==> config.mk <==
export PLATFORM = sky130hd
export DESIGN_NAME = int_exec_core
export DESIGN_NICKNAME = d
export VERILOG_FILES = /design/src/rtl/iexe_pkg.sv /design/src/rtl/iexe_decode.sv /design/src/rtl/iexe_alu.sv /design/src/rtl/iexe_regfile.sv /design/src/rtl/int_exec_core.sv
export SDC_FILE = /design/constraint.sdc
export NUM_CORES = 2
export LEC_CHECK = 0
export BUFFER_PORTS_ARGS = -buffer_cell sky130_fd_sc_hd__buf_4
export CAP_MARGIN = 15
export CORE_ASPECT_RATIO = 1.2
export CORE_UTILIZATION = 50
export DETAILED_ROUTE_END_ITERATION = 7
export GPL_ROUTABILITY_DRIVEN = 0
export GPL_TIMING_DRIVEN = 1
export HOLD_SLACK_MARGIN = 0.06
export PLACE_DENSITY_LB_ADDON = 0.25
export SETUP_SLACK_MARGIN = 0.4
export SYNTH_ARGS = -nofsm -noshare
export SYNTH_HDL_FRONTEND = slang
export SYNTH_HIERARCHICAL = 1
export SYNTH_SLANG_ARGS = --single-unit
==> constraint.sdc <==
create_clock -name clk -period 38.7 [get_ports clk]
set_clock_uncertainty 0.1 [all_clocks]
set_input_delay 3.87 -clock clk [delete_from_list [all_inputs] [get_ports clk]]
set_output_delay 3.87 -clock clk [all_outputs]
set_load 0.02 [all_outputs]
==> src/rtl/iexe_pkg.sv <==
package iexe_pkg;
  localparam int unsigned IW = 32;
  localparam logic [5:0] OPC_REG  = 6'd0;
  localparam logic [5:0] OPC_ADDI = 6'd8;
  localparam logic [5:0] FN_ADD   = 6'd32;
  localparam logic [5:0] FN_SUB   = 6'd34;

  typedef enum logic [1:0] {
    K_NONE = 2'd0,
    K_ADD  = 2'd1,
    K_SUB  = 2'd2,
    K_ADDI = 2'd3
  } op_kind_e;
endpackage

==> src/rtl/iexe_decode.sv <==
module iexe_decode
  import iexe_pkg::*;
#(
  parameter int unsigned XLEN = 32,
  parameter int unsigned AW   = 5
) (
  input  logic               valid,
  input  logic [IW-1:0]      word,
  output logic [AW-1:0]      src_a,
  output logic [AW-1:0]      src_b,
  output logic [AW-1:0]      dst,
  output logic               wr_en,
  output logic               use_imm,
  output logic               do_sub,
  output logic [XLEN-1:0]    imm_ext,
  output logic               illegal
);
  logic [5:0]  opc;
  logic [5:0]  fn;
  logic [15:0] imm;
  op_kind_e    kind;

  assign opc   = word[31:26];
  assign fn    = word[5:0];
  assign imm   = word[15:0];
  assign src_a = word[21 +: AW];
  assign src_b = word[16 +: AW];

  always_comb begin
    kind = K_NONE;
    if (opc == OPC_REG) begin
      if (fn == FN_ADD)      kind = K_ADD;
      else if (fn == FN_SUB) kind = K_SUB;
    end else if (opc == OPC_ADDI) begin
      kind = K_ADDI;
    end
  end

  assign use_imm = (kind == K_ADDI);
  assign do_sub  = (kind == K_SUB);
  assign dst     = use_imm ? word[16 +: AW] : word[11 +: AW];
  assign wr_en   = valid && (kind != K_NONE);
  assign illegal = valid && (kind == K_NONE);
  assign imm_ext = {{(XLEN-16){imm[15]}}, imm};
endmodule

==> src/rtl/iexe_alu.sv <==
module iexe_alu #(
  parameter int unsigned XLEN = 32
) (
  input  logic [XLEN-1:0] op_a,
  input  logic [XLEN-1:0] op_b,
  input  logic            do_sub,
  output logic [XLEN-1:0] result
);
  logic [XLEN-1:0] b_eff;
  assign b_eff  = do_sub ? ~op_b : op_b;
  assign result = op_a + b_eff + {{(XLEN-1){1'b0}}, do_sub};
endmodule

==> src/rtl/iexe_regfile.sv <==
module iexe_regfile #(
  parameter int unsigned XLEN = 32,
  parameter int unsigned NREG = 32,
  localparam int unsigned AW  = $clog2(NREG)
) (
  input  logic            clk,
  input  logic            rst_n,
  input  logic            wr_en,
  input  logic [AW-1:0]   wr_addr,
  input  logic [XLEN-1:0] wr_data,
  input  logic [AW-1:0]   ra_addr,
  output logic [XLEN-1:0] ra_data,
  input  logic [AW-1:0]   rb_addr,
  output logic [XLEN-1:0] rb_data,
  input  logic [AW-1:0]   dbg_addr,
  output logic [XLEN-1:0] dbg_data
);
  logic [NREG-1:0][XLEN-1:0] bank;

  assign bank[0] = '0;

  for (genvar i = 1; i < NREG; i++) begin : g_entry
    logic            en;
    logic [XLEN-1:0] q;
    assign en = wr_en && (wr_addr == AW'(i));
    always_ff @(posedge clk or negedge rst_n) begin
      if (!rst_n)  q <= '0;
      else if (en) q <= wr_data;
    end
    assign bank[i] = q;
  end

  assign ra_data  = bank[ra_addr];
  assign rb_data  = bank[rb_addr];
  assign dbg_data = bank[dbg_addr];
endmodule

==> src/rtl/int_exec_core.sv <==
module int_exec_core
  import iexe_pkg::*;
#(
  parameter int unsigned XLEN    = 32,
  parameter int unsigned NREG    = 32,
  parameter int unsigned PC_STEP = 4,
  localparam int unsigned AW     = $clog2(NREG)
) (
  input  logic            clk,
  input  logic            rst_n,
  input  logic            instr_valid,
  input  logic [IW-1:0]   instr_word,
  input  logic [AW-1:0]   dbg_sel,
  output logic [XLEN-1:0] dbg_data,
  output logic [XLEN-1:0] pc,
  output logic            illegal
);
  logic [1:0]      rst_pipe;
  logic            rst_sync_n;
  logic [AW-1:0]   src_a, src_b, dst;
  logic            wr_en, use_imm, do_sub;
  logic [XLEN-1:0] imm_ext, a_val, b_reg, b_val, result;
  logic [XLEN-1:0] pc_d, pc_q;

  always_ff @(posedge clk or negedge rst_n) begin
    if (!rst_n) rst_pipe <= 2'b00;
    else        rst_pipe <= {rst_pipe[0], 1'b1};
  end
  assign rst_sync_n = rst_pipe[1];

  iexe_decode #(.XLEN(XLEN), .AW(AW)) u_dec (
    .valid   (instr_valid),
    .word    (instr_word),
    .src_a   (src_a),
    .src_b   (src_b),
    .dst     (dst),
    .wr_en   (wr_en),
    .use_imm (use_imm),
    .do_sub  (do_sub),
    .imm_ext (imm_ext),
    .illegal (illegal)
  );

  iexe_regfile #(.XLEN(XLEN), .NREG(NREG)) u_rf (
    .clk      (clk),
    .rst_n    (rst_sync_n),
    .wr_en    (wr_en),
    .wr_addr  (dst),
    .wr_data  (result),
    .ra_addr  (src_a),
    .ra_data  (a_val),
    .rb_addr  (src_b),
    .rb_data  (b_reg),
    .dbg_addr (dbg_sel),
    .dbg_data (dbg_data)
  );

  assign b_val = use_imm ? imm_ext : b_reg;

  iexe_alu #(.XLEN(XLEN)) u_alu (
    .op_a   (a_val),
    .op_b   (b_val),
    .do_sub (do_sub),
    .result (result)
  );

  always_comb begin
    pc_d = pc_q;
    if (instr_valid) pc_d = pc_q + XLEN'(PC_STEP);
  end

  always_ff @(posedge clk or negedge rst_sync_n) begin
    if (!rst_sync_n) pc_q <= '0;
    else             pc_q <= pc_d;
  end

  assign pc = pc_q;
endmodule

## Yosys cells after proc, flatten, opt, wreduce, memory -nomap -nowiden

Index checks and enable logic that the tools add are counted.

| storage, ports and cells | value |
|---|---|
| bits in registers | 1,026 |
| bits of input ports | 40 |

| cells by class | value |
|---|---|
| bitwise gates (word level) | 1 |
| add/subtract/negate cells | 3 |
| reductions and logical operators | 36 |
| order comparisons | 3 |
| multiplexer cells | 13 |
| equality and inequality tests | 36 |

Operators by type and width:

| operator | count |
|---|---|
| 32-bit binary-select mux with 5-bit select | 3 |
| 32-bit 2-to-1 mux | 5 |
| 5-bit == test, second input constant | 16 |
| 5-bit by 4-bit == test with 1-bit output, second input constant | 8 |
| 1-bit logical AND | 33 |
| 32-bit by 1-bit adder with 32-bit output | 1 |
| 32-bit by 3-bit adder with 32-bit output, second input constant | 1 |
| 32-bit adder | 1 |
| 32-bit NOT | 1 |
| 5-bit by 3-bit == test with 1-bit output, second input constant | 4 |
| 5-bit by 6-bit less-than comparator with 1-bit output, second input constant | 3 |
| 6-bit == test, second input constant | 2 |
| 5-bit by 2-bit == test with 1-bit output, second input constant | 2 |
| 2-bit 2-to-1 mux | 4 |
| 6-bit by 4-bit == test with 1-bit output, second input constant | 1 |
| 6-bit zero test | 1 |
| 5-bit by 1-bit == test with 1-bit output, second input constant | 1 |
| 5-bit 2-to-1 mux | 1 |
| 2-bit == test, second input constant | 2 |
| 2-bit zero test | 1 |
| 2-bit nonzero test | 1 |

## Depth between registers and ports, before layout

| depth | value |
|---|---|
| depth in word-level cells | 10 |
| depth in mapped cells | 23 |
| mapped depth without buffers | 16 |

## Hierarchy

The synthesis kept the hierarchy.

Modules (own cells, without submodules):

| module | cells an instance | times used | seq. area each (um^2) | area each (um^2) |
|---|---|---|---|---|
| iexe_regfile | 4,293 | 1 | 24,823.8 | 61,323.8 |
| iexe_alu | 289 | 1 | 0.0 | 2,139.6 |
| int_exec_core | 161 | 1 | 800.8 | 1,866.8 |
| iexe_decode | 57 | 1 | 0.0 | 454.2 |

## Worst setup path after synthesis

OpenSTA, ideal clock, no wires.

| path | value |
|---|---|
| path type | input port to output port |
| from | in dbg_sel[0] |
| to | out dbg_data[23] |
| setup slack | 29.263 ns |
| arrival | 5.467 ns |
| required time | 34.730 ns |
| path buffers | 5 |
| cell stages on the path | 9 |
| cells stage by stage | buf_4 -> buf_6 -> buf_6 -> buf_6 -> buf_4 -> mux2i_1 -> o22ai_1 -> a211oi_1 -> o31ai_1 |

| between the ends | value |
|---|---|
| longest elaborated chain between the ends | 2 |

Ends and longest elaborated chain:

| item | RTL line | source |
|---|---|---|
| from (decl) | int_exec_core.sv:13 | `input logic [AW-1:0] dbg_sel,` |
| 32-bit binary-select mux with 5-bit select | iexe_regfile.sv:35 | `assign dbg_data = bank[dbg_addr];` |
| 32-bit 2-to-1 mux (implied by the code) | iexe_regfile.sv:35 |  |
| to (decl) | int_exec_core.sv:14 | `output logic [XLEN-1:0] dbg_data,` |

Every way passes these cells. The select of a mux whose other input is x is not followed.

## Worst setup path in the final report

| path | value |
|---|---|
| from | in dbg_sel[1] |
| to | out dbg_data[17] |

The elaborated chain is that of the path after synthesis.

==> flow_metrics.tcl <==
set metrics [dict create \
    status "finished, final reports clean" \
    synth-adder-area-share 0.006771 \
    syn_to_final_growth_pct 8.424 \
    startpoint "dbg_sel[1]" \
    ios 105 \
    cellLeakagePower_nw 32.42 \
    vdd_drop_max_uv 34.37 \
    final_cell_mix "1027 x mux2_2, 1023 x dfrtp_1, 576 x mux4_2" \
    num_vias 46190 \
    postCtsSetupBuffers 0 \
    drv_cap 0 \
    multi_input_area_um2 37810 \
    dieHeight_um 399.3 \
    drt-pass1-iter-count 6 \
    worstSetupPathType "primary input to output pin" \
    setup_ws_ns 26.37 \
    hold_viol 0 \
    grt_setup_unrepaired "false" \
    fin_crit_ns 12.33 \
    drc 0 \
    grt_pass1_wl_um 326500 \
    reg2reg_slack_ns 33.39 \
    synth_seq_area_share 0.3895 \
    fin_tns_setup_ns 0 \
    syn_area_um2 65780 \
    pre_cts_ws_ns 26.58 \
    drtIter0Drc 4988 \
    ant_nets 0 \
    io_buffers 102 \
    fin_crit_sh 0.3186 \
    nFillCells 10620 \
    dieArea_um2 133000 \
    hold_ws_ns 0.2563 \
    slew_viol_final 0 \
    hold_path_class "flop to async pin" \
    start_kind "primary input" \
    synthMuxAreaShare 0.4342 \
    power_frac_clock 0.447 \
    antenna_found_initial 7 \
    cts_resized 0 \
    cts.clk_slew.worst_paths_ns 0.06 \
    placementRows 145 \
    finalSetupViolCount 0 \
    crit_required_ns 34.73 \
    avgSynthCellArea_um2 13.71 \
    hold_buffers 0 \
    start_util 0.5043 \
    postSynthCellCount 4800 \
    drive_above_1_share 0.4601 \
    async_flop_share 1.000 \
    p_sw_w 0.0006582 \
    max_freq_mhz 81.12 \
    r2r-start "u_rf/g_entry[29].q[9]" \
    synthSimpleGateAreaFrac 0.02610 \
    power.density_nw_per_um2 34.42 \
    synth_flop_cell "dfrtp_1" \
    regArea_um2 25630 \
    cts_max_path_buffers 3 \
    synth_compound_area_frac 0.08759 \
    p_int_w 0.001797 \
    insertion_delay_ns 0.74 \
    root_buffer "clkbuf_16" \
    pwr-share-comb 0.109 \
    dp_hpwl_um 131800 \
    die_w_um 333.1 \
    synth-seq-cells 1024 \
    routedWlPerCell_um 35.05 \
    grt_usage 0.3376 \
    pwr-share-seq 0.444 \
    cts_tree "done" \
    r2r_cells 15 \
    htreeDepth 3 \
    synth-xor-area-share 0.01225 \
    coreArea_um2 130400 \
    r2r_end "u_rf/g_entry[24].q[16]" \
    grt_overflow 0 \
    swShare 0.2681 \
    endpoint_kind "output pin" \
    numCtsBuffers 113 \
    drt-total-wl_um 223400 \
    ys_types 79 \
    synth_edf_count 0 \
    synth-warning-count 6 \
    num-nets-final 4661 \
    tightestPinTransition_ns 1.237 \
    grt_pass1_vias 47070 \
    endpoint "dbg_data[17]" \
    maxSlewHeadroom 0.1684 \
    grt_max_degree 169 \
    cp.arrival_ns 8.36 \
    synth_top_family_by_area "multiplexers" \
    final_common_cell "mux2_2" \
    clock-sinks 1024 \
    crit_fanout 25 \
    vias_per_cell 7.247 \
]
[metal layers]
| layer | wire, um | vias to the layer above | global-route usage | share of wire |
|---|---|---|---|---|
| met5 | 96 | - | 0 | 0.00043 |
| met4 | 13950 | 14 | 0.1941 | 0.062 |
| met3 | 22770 | 734 | 0.08001 | 0.10 |
| met2 | 100300 | 2633 | 0.5109 | 0.45 |
| met1 | 86240 | 24440 | 0.4468 | 0.39 |
| li1 | - | 18370 | - | - |
[worst max-delay path: stages]
cell	delay (ns)
buf_4	0.48
buf_4	0.60
buf_4	0.60
nand2_2	0.63
buf_4	0.45
o22ai_1	0.21
a211oi_1	0.08
o31ai_1	1.03
buf_4	0.30
[metrics by stage]
step / cells / util / power, W / instance area (um^2)
after detailed placement: 6159 / 0.5177 / 0.001372 / 67540
after global routing: 6367 / 0.5467 / 0.002522 / 71310
final: 6373 / 0.5468 / 0.002455 / 71330
after global placement: 6158 / 0.5176 / 0.001370 / 67520
after CTS: 6365 / 0.5464 / 0.002465 / 71280
after floorplan: 4801 / - / 0.001281 / 65790
[flip-flops by register name (all words and copies together) (netlist names)]
| signal | flops |
|---|---|
| pc | 30 |
| rst_pipe | 2 |
| u_rf/g_entry.q | 992 |
[synthesized netlist by cell type (7+ instances only)]
cell      count  share of area
nand2b_1      8        0.00076
nand2_1      59         0.0034
o31ai_1      97          0.011
nor4_1        7        0.00067
mux2_1       98          0.017
clkbuf_1    276          0.016
xnor2_1      33         0.0044
xor2_1       59         0.0079
buf_2       165          0.013
and2_1      100         0.0095
a21o_1       13         0.0015
o22ai_1      96         0.0091
buf_6        16         0.0027
buf_1        28         0.0016
a21oi_1      31         0.0024
buf_4        83         0.0095
o21ai_1      98         0.0075
o21ai_0      16         0.0012
mux4_2      576           0.20
mux2_2     1027           0.18
a22o_1      287          0.038
nor2_1       39         0.0022
nand3_1      13        0.00099
a211oi_1     97          0.011
nor2b_1      13         0.0012
inv_1        19         0.0011
nor3_1       16         0.0012
ha_1         34         0.0065
mux2i_1     290          0.044
dfrtp_1    1024           0.39
nand4_1       7        0.00067
[power groups by stage]
stage | Clock (W) | Combinational [W] | Sequential (W)
2_1_floorplan | 0 | 0.000153 | 0.00113
3_3_place_gp | 0 | 0.000261 | 0.00111
3_5_place_dp | 0 | 0.000262 | 0.00111
4_1_cts | 0.00111 | 0.000263 | 0.00109
5_1_grt | 0.00115 | 0.000279 | 0.00109
6_report | 0.00110 | 0.000268 | 0.00109
[area by class of cell]
class | count | area share
antenna | 6 | 0.0002105
clock buffer | 171 | 0.04838
clock inverter | 35 | 0.004122
inverter | 19 | 0.0009999
multi-input combinational | 3187 | 0.5301
sequential | 1024 | 0.3593
tap | 1690 | 0.02965
timing repair buffer | 241 | 0.02719
[worst min path at each step]
stage / start / to / slack [ns] / depth (start not counted)
floorplan: rst_pipe[0] / rst_pipe[1] / 0.23 / 0
global placement: rst_pipe[0] / rst_pipe[1] / 0.24 / 0
detailed placement: rst_pipe[0] / rst_pipe[1] / 0.24 / 0
CTS: rst_pipe[0] / rst_pipe[1] / 0.26 / 0
global route: rst_pipe[0] / rst_pipe[1] / 0.27 / 0
finish: rst_pipe[1] / u_rf/g_entry[24].q[26] / 0.26 / 0
[logic make-up (layout without fill, tap and decap cells)]
family,after synthesis,count (layout)
other,2,9
adder cells (fa/ha/maj),35,35
flip-flops,1024,1024
XOR/XNOR,92,92
AO/OA/AOI/OAI,768,768
multiplexers,1992,1992
buffers and inverters,590,466
AND/OR/NAND/NOR,297,297
No activity file was read; power rests on OpenSTA's default activity.
